[src/rtl/lpm_pkg.sv]
package lpm_pkg;
    typedef enum logic [1:0] {
        LPM_RUN       = 2'd0,
        LPM_WAIT_IDLE = 2'd1,
        LPM_DORM_STOP = 2'd2,
        LPM_DORM_DIS  = 2'd3
    } lpm_state_e;

    function automatic logic is_dormant(lpm_state_e s);
        return (s == LPM_DORM_STOP) || (s == LPM_DORM_DIS);
    endfunction
endpackage

[src/rtl/lpm_req_merge.sv]
module lpm_req_merge #(
    parameter int NFLAG  = 6,
    parameter int FILL_W = 5
) (
    input  logic              cfg_disable,
    input  logic              cfg_doze_en,
    input  logic              hw_doze,
    input  logic              cmd_busy,
    input  logic              bus_active,
    input  logic [FILL_W-1:0] rx_fill,
    input  logic              rx_dma_active,
    input  logic [NFLAG-1:0]  flags,
    input  logic [NFLAG-1:0]  irq_en,
    output logic              dis_req,
    output logic              idle
);
    logic [NFLAG-1:0] pend;
    logic             quiet_engine;

    for (genvar i = 0; i < NFLAG; i++) begin : g_pend
        assign pend[i] = flags[i] & irq_en[i];
    end

    assign dis_req      = cfg_disable | (hw_doze & cfg_doze_en);
    assign quiet_engine = ~cmd_busy & ~bus_active & ~rx_dma_active & (rx_fill == '0);
    assign idle         = quiet_engine & ~(|pend);
endmodule

[src/rtl/lpm_fsm.sv]
module lpm_fsm
    import lpm_pkg::*;
(
    input  logic       clk,
    input  logic       rst_n,
    input  logic       stop_req,
    input  logic       dis_req,
    input  logic       idle,
    output lpm_state_e state,
    output logic       clk_en,
    output logic       lp_ack,
    output logic       freeze
);
    lpm_state_e state_nx;
    logic       dorm_q;

    always_ff @(posedge clk or negedge rst_n) begin
        if (!rst_n) begin
            state  <= LPM_RUN;
            dorm_q <= 1'b0;
        end else begin
            state  <= state_nx;
            dorm_q <= is_dormant(state);
        end
    end

    always_comb begin
        state_nx = state;
        unique case (state)
            LPM_RUN, LPM_WAIT_IDLE: begin
                if (stop_req)      state_nx = idle ? LPM_DORM_STOP : LPM_WAIT_IDLE;
                else if (dis_req)  state_nx = idle ? LPM_DORM_DIS  : LPM_WAIT_IDLE;
                else               state_nx = LPM_RUN;
            end
            LPM_DORM_STOP: if (!stop_req) state_nx = LPM_RUN;
            LPM_DORM_DIS:  if (!dis_req)  state_nx = LPM_RUN;
            default:       state_nx = LPM_RUN;
        endcase
    end

    always_comb begin
        unique case (state)
            LPM_DORM_STOP, LPM_DORM_DIS: begin
                clk_en = 1'b0;
                lp_ack = 1'b1;
            end
            default: begin
                clk_en = 1'b1;
                lp_ack = 1'b0;
            end
        endcase
        freeze = lp_ack | dorm_q;
    end
endmodule

[src/rtl/lpm_flag_bank.sv]
module lpm_flag_bank #(
    parameter int NFLAG = 6
) (
    input  logic             clk,
    input  logic             rst_n,
    input  logic             freeze,
    input  logic [NFLAG-1:0] flag_set,
    input  logic [NFLAG-1:0] flag_clr,
    input  logic [NFLAG-1:0] irq_en,
    input  logic             dma_set,
    input  logic             dma_clr,
    output logic [NFLAG-1:0] flags,
    output logic             irq_out,
    output logic             dma_req
);
    for (genvar i = 0; i < NFLAG; i++) begin : g_flag
        always_ff @(posedge clk or negedge rst_n) begin
            if (!rst_n)       flags[i] <= 1'b0;
            else if (!freeze) flags[i] <= (flags[i] & ~flag_clr[i]) | flag_set[i];
        end
    end

    always_ff @(posedge clk or negedge rst_n) begin
        if (!rst_n)       dma_req <= 1'b0;
        else if (!freeze) dma_req <= (dma_req & ~dma_clr) | dma_set;
    end

    assign irq_out = |(flags & irq_en);
endmodule

[src/rtl/lpm_cmd_guard.sv]
module lpm_cmd_guard (
    input  logic clk,
    input  logic rst_n,
    input  logic cmd_start,
    input  logic stop_req,
    input  logic in_stop,
    output logic cmd_accept,
    output logic cmd_err
);
    logic cmd_d1, cmd_d2, stop_d1;
    logic late_start, early_start;

    assign late_start  = cmd_start & (stop_req | in_stop);
    assign early_start = stop_req & ~stop_d1 & (cmd_d1 | cmd_d2);
    assign cmd_accept  = cmd_start & ~(stop_req | in_stop);

    always_ff @(posedge clk or negedge rst_n) begin
        if (!rst_n) begin
            cmd_d1  <= 1'b0;
            cmd_d2  <= 1'b0;
            stop_d1 <= 1'b0;
            cmd_err <= 1'b0;
        end else begin
            cmd_d1  <= cmd_start;
            cmd_d2  <= cmd_d1;
            stop_d1 <= stop_req;
            cmd_err <= late_start | early_start;
        end
    end
endmodule

[src/rtl/lpm_entry_ctrl.sv]
module lpm_entry_ctrl
    import lpm_pkg::*;
#(
    parameter int NFLAG  = 6,
    parameter int FILL_W = 5
) (
    input  logic              clk,
    input  logic              rst_n,
    input  logic              cfg_disable,
    input  logic              cfg_doze_en,
    input  logic              hw_doze,
    input  logic              stop_req,
    input  logic              cmd_busy,
    input  logic              bus_active,
    input  logic [FILL_W-1:0] rx_fill,
    input  logic              rx_dma_active,
    input  logic [NFLAG-1:0]  irq_en,
    input  logic [NFLAG-1:0]  flag_set,
    input  logic [NFLAG-1:0]  flag_clr,
    input  logic              dma_set,
    input  logic              dma_clr,
    input  logic              cmd_start,
    output logic              clk_en,
    output logic              lp_ack,
    output logic [1:0]        mode,
    output logic [NFLAG-1:0]  flags,
    output logic              irq_out,
    output logic              dma_req,
    output logic              cmd_accept,
    output logic              cmd_err
);
    lpm_state_e state;
    logic       dis_req, idle, freeze;

    lpm_req_merge #(.NFLAG(NFLAG), .FILL_W(FILL_W)) u_merge (
        .cfg_disable   (cfg_disable),
        .cfg_doze_en   (cfg_doze_en),
        .hw_doze       (hw_doze),
        .cmd_busy      (cmd_busy),
        .bus_active    (bus_active),
        .rx_fill       (rx_fill),
        .rx_dma_active (rx_dma_active),
        .flags         (flags),
        .irq_en        (irq_en),
        .dis_req       (dis_req),
        .idle          (idle)
    );

    lpm_fsm u_fsm (
        .clk      (clk),
        .rst_n    (rst_n),
        .stop_req (stop_req),
        .dis_req  (dis_req),
        .idle     (idle),
        .state    (state),
        .clk_en   (clk_en),
        .lp_ack   (lp_ack),
        .freeze   (freeze)
    );

    lpm_flag_bank #(.NFLAG(NFLAG)) u_flags (
        .clk      (clk),
        .rst_n    (rst_n),
        .freeze   (freeze),
        .flag_set (flag_set),
        .flag_clr (flag_clr),
        .irq_en   (irq_en),
        .dma_set  (dma_set),
        .dma_clr  (dma_clr),
        .flags    (flags),
        .irq_out  (irq_out),
        .dma_req  (dma_req)
    );

    lpm_cmd_guard u_guard (
        .clk        (clk),
        .rst_n      (rst_n),
        .cmd_start  (cmd_start),
        .stop_req   (stop_req),
        .in_stop    (state == LPM_DORM_STOP),
        .cmd_accept (cmd_accept),
        .cmd_err    (cmd_err)
    );

    assign mode = state;
endmodule

[config.mk]
export PLATFORM = sky130hd
export DESIGN_NAME = lpm_entry_ctrl
export DESIGN_NICKNAME = d
export VERILOG_FILES = /design/src/rtl/lpm_pkg.sv /design/src/rtl/lpm_req_merge.sv /design/src/rtl/lpm_fsm.sv /design/src/rtl/lpm_flag_bank.sv /design/src/rtl/lpm_cmd_guard.sv /design/src/rtl/lpm_entry_ctrl.sv
export SDC_FILE = /design/constraint.sdc
export NUM_CORES = 1
export LEC_CHECK = 0
export ABC_AREA = 1
export CORE_ASPECT_RATIO = 1.2
export CORE_MARGIN = 2
export CORE_UTILIZATION = 30
export DETAILED_ROUTE_END_ITERATION = 12
export GPL_ROUTABILITY_DRIVEN = 0
export PLACE_DENSITY = 0.71
export SYNTH_ARGS = -nofsm -noshare
export SYNTH_HDL_FRONTEND = slang
export SYNTH_SLANG_ARGS = --single-unit
export TNS_END_PERCENT = 20
[constraint.sdc]
create_clock -name clk -period 1.4 [get_ports clk]
set_input_delay 0.14 -clock clk [delete_from_list [all_inputs] [get_ports clk]]
set_output_delay 0.14 -clock clk [all_outputs]
set_load 0.05 [all_outputs]
==> summary.txt <==
Clocking
  – Hold-fix buffers, CTS: 0
  – Clk buf depth: 2
  – Root Buffer: clkbuf_4
  – Worst-Skew Late Latency: 0.28 ns
  – H-tree levels: 1
  – Clk pin slew, worst setup/hold paths: 0.09 ns
  – CTS buffer count: 3
  – Clock sink total: 14
  – CTS tree: done

Critical path
  – Crit path buf inv count: 2
  – Cell family with most CP delay: flip-flops
  – Critical path data arrival time: 1.24 ns
  – Critical path type: register to output port
  – Slowest cell on the critical path: dfrtp_1
  – Nature of the critical path endpoint: output port
  – CP max FO: 2
  – Cell chain of the critical path: nand2_1, nand2_2, nor3_2, inv_1, buf_6
  – Crit path launch type: register
  – Critical path required time: 1.26 ns
  – Crit path largest cell delay: 0.39 ns
  – Worst setup path start: u_flags.flags[2]
  – R2R Path Start: u_flags.flags[2]

Status
  – Status: finished clean

STA
  – Fmax: 723 MHz
  – Worst Clk Skew: 0.00766 ns
  – Hold Vio Cnt, Final: 0
  – Final period util: 98.7%
  – Slew at the pin with the worst max-slew slack: 0.227 ns
  – Max-slew headroom: 84.8%
  – Fin crit period: 1.38 ns
  – RSZ-0062 raised after global routing: true
  – Final count of negative-setup-slack endpoints: 0
  – Pins over their slew limit: 0

Synth
  – Syn avg cell area: 7.76 µm²
  – Netlist cell types: 14
  – Mapped Nets: 123
  – Post-synthesis sequential area ratio: 51.3%
  – YS warnings: 0
  – Area of the mapped netlist: 683 µm²
  – Mapped Cells: 88
  – Flops & latches, synth: 14

Placement
  – Placed cell count: 166
  – Hpwl dp: 1620 µm
  – Dpl cell area: 1320 µm²
  – Port bufs: 48

Power and ir drop
  – Maximum vdd drop: 0.564 mV
  – Leak: 0.000691 µW
  – Pwr dens: 752 nW/µm²

Finish
  – P&R area growth vs syn: 115%
  – Inserted Diodes: 0
  – Post-Layout Cell Count: 182
  – Final nets: 188
  – Final Instance Area: 1470 µm²
  – Fraction of final layout cells sized beyond drive strength 1: 28.3%

Global routing
  – Gr usage total: 17.7%
  – Global-route wire length before repair: 3420 µm
  – Total congestion overflow: 0
  – Largest net degree at the start of global routing: 15
  – Initial antenna violation count: 0
  – Number of global-route vias before repair: 845

Floorplan
  – Core box area: 2120 µm²
  – Die Area: 2680 µm²
  – Die height: 56.3 µm
  – Die width: 47.6 µm
  – Starting Density: 32.3%
  – # IOs: 49
  – Row count: 18

Route
  – Post-route ant nets: 0
  – Wire per inst: 11.9 µm
  – Vias: 802
  – TritonRoute pass-1 iters: 3
  – Final WL: 2170 µm
  – Vias per inst: 4.41
  – DRC: 0
  – First DRT Iteration DRCs: 16

Worst hold path
  – HP Class: input pin to asynchronous set/reset pin

Job
  – Max_cap viols: 0
cells by family (layout without fill, tap and decap cells):
| logic type | after synthesis | count (layout) | share of synthesized area (%) |
|---|---|---|---|
| AO/OA/AOI/OAI | 17 | 17 | 14.7 |
| buffers and inverters | 18 | 82 | 11.0 |
| AND/OR/NAND/NOR | 39 | 39 | 23.1 |
| flip-flops | 14 | 14 | 51.3 |
per-stage QoR:
step	utilization (%)	hold WS (ns)	total power, µW	setup TNS, ns	setup WS, ns
floorplan	-	-0.156	571	-0.160	-0.102
global placement	62.5	0.362	772	0	0.0757
CTS	68.8	0.157	1100	0	0.0162
finish	69.4	0.154	1100	0	0.0176
global route	69.4	0.158	1150	-0.0487	-0.0487
detailed placement	62.5	0.372	778	0	0.0535
path summary, 6_finish.rpt:
path	to	cells past startpoint	slack (ns)
setup / recovery	irq_out	5	0.02
hold / removal	u_flags.flags[3]	2	0.15
setup reg to reg	u_fsm.state[1]	9	0.09
hold reg to reg	u_guard.cmd_d2	0	0.39
max in group asynchronous	u_fsm.state[1]	2	1.05
min in group clk	u_guard.cmd_d1	1	0.32
where the power goes:
part | internal (µW) | leakage (µW) | switching [µW]
clock network | 158 | 0.0000210 | 137
logic | 205 | 0.000512 | 166
registers | 426 | 0.000159 | 12.1
sequential cells by signal, summed over array words and instances (netlist names):
register	count
u_guard.cmd_d1	1
u_fsm.state	2
u_guard.stop_d1	1
u_flags.flags	6
u_guard.cmd_d2	1
u_flags.dma_req	1
u_guard.cmd_err	1
u_fsm.dorm_q	1
cell type report:
cell class                      count  area [µm²]
Fill cell                         174         648
Clock buffer                        4        36.3
Multi-Input combinational cell     56         279
Tap cell                           30        37.5
Timing Repair Buffer               62         704
Sequential cell                    14         352
Inverter                           16        60.1
cells in the final DEF (no fill, tap or decap), types with 3 or more instances in the layout:
cell type and instances:
inv_1 15, buf_4 15, o21ai_0 4, nand2_1 23
a21oi_1 8, buf_12 12, clkdlybuf4s50_1 34, clkbuf_4 3
dfrtp_1 13, o21ai_2 3, nor2_1 8
worst register-to-register path, cell delays in order, from the launching register on:
cell	delay [ns]
dfrtp_1	0.39
nand2_1	0.07
nand2_2	0.07
nor3_2	0.20
buf_4	0.13
buf_4	0.09
buf_4	0.09
buf_4	0.09
nand3_1	0.06
nand2_1	0.06
routing by layer:
| metal | vias to the layer above | GRT usage [%] | routed length, µm |
|---|---|---|---|
| met1 | 375 | 17.3 | 770 |
| met3 | 2 | 2.25 | 117 |
| li1 | 402 | - | - |
| met4 | 0 | 6.95 | 27 |
| met5 | - | 0 | 0 |
| met2 | 23 | 34.2 | 1250 |
timing repair:
action | 4_1_cts | 5_1_grt
endpoints found under the hold margin | 0 | 0
pin swaps | 1 | 2
resized for setup | 4 | 3
setup buffers | 11 | 1
setup endpoints to repair | 2 | 3
synth_stat cells (all sizes together):
cell type	count	area share [%]
nand2	25	14
inv	16	8.8
dfrtp	14	51
a21oi	9	6.6
nor2	9	4.9
o21ai	7	6.8
nand3	2	1.5
buf	1	1.6
clkbuf	1	0.55
nand4	1	0.92
nor3	1	0.73
o32ai	1	1.3
or2	1	1.3
No activity file was read; power rests on OpenSTA's default activity.
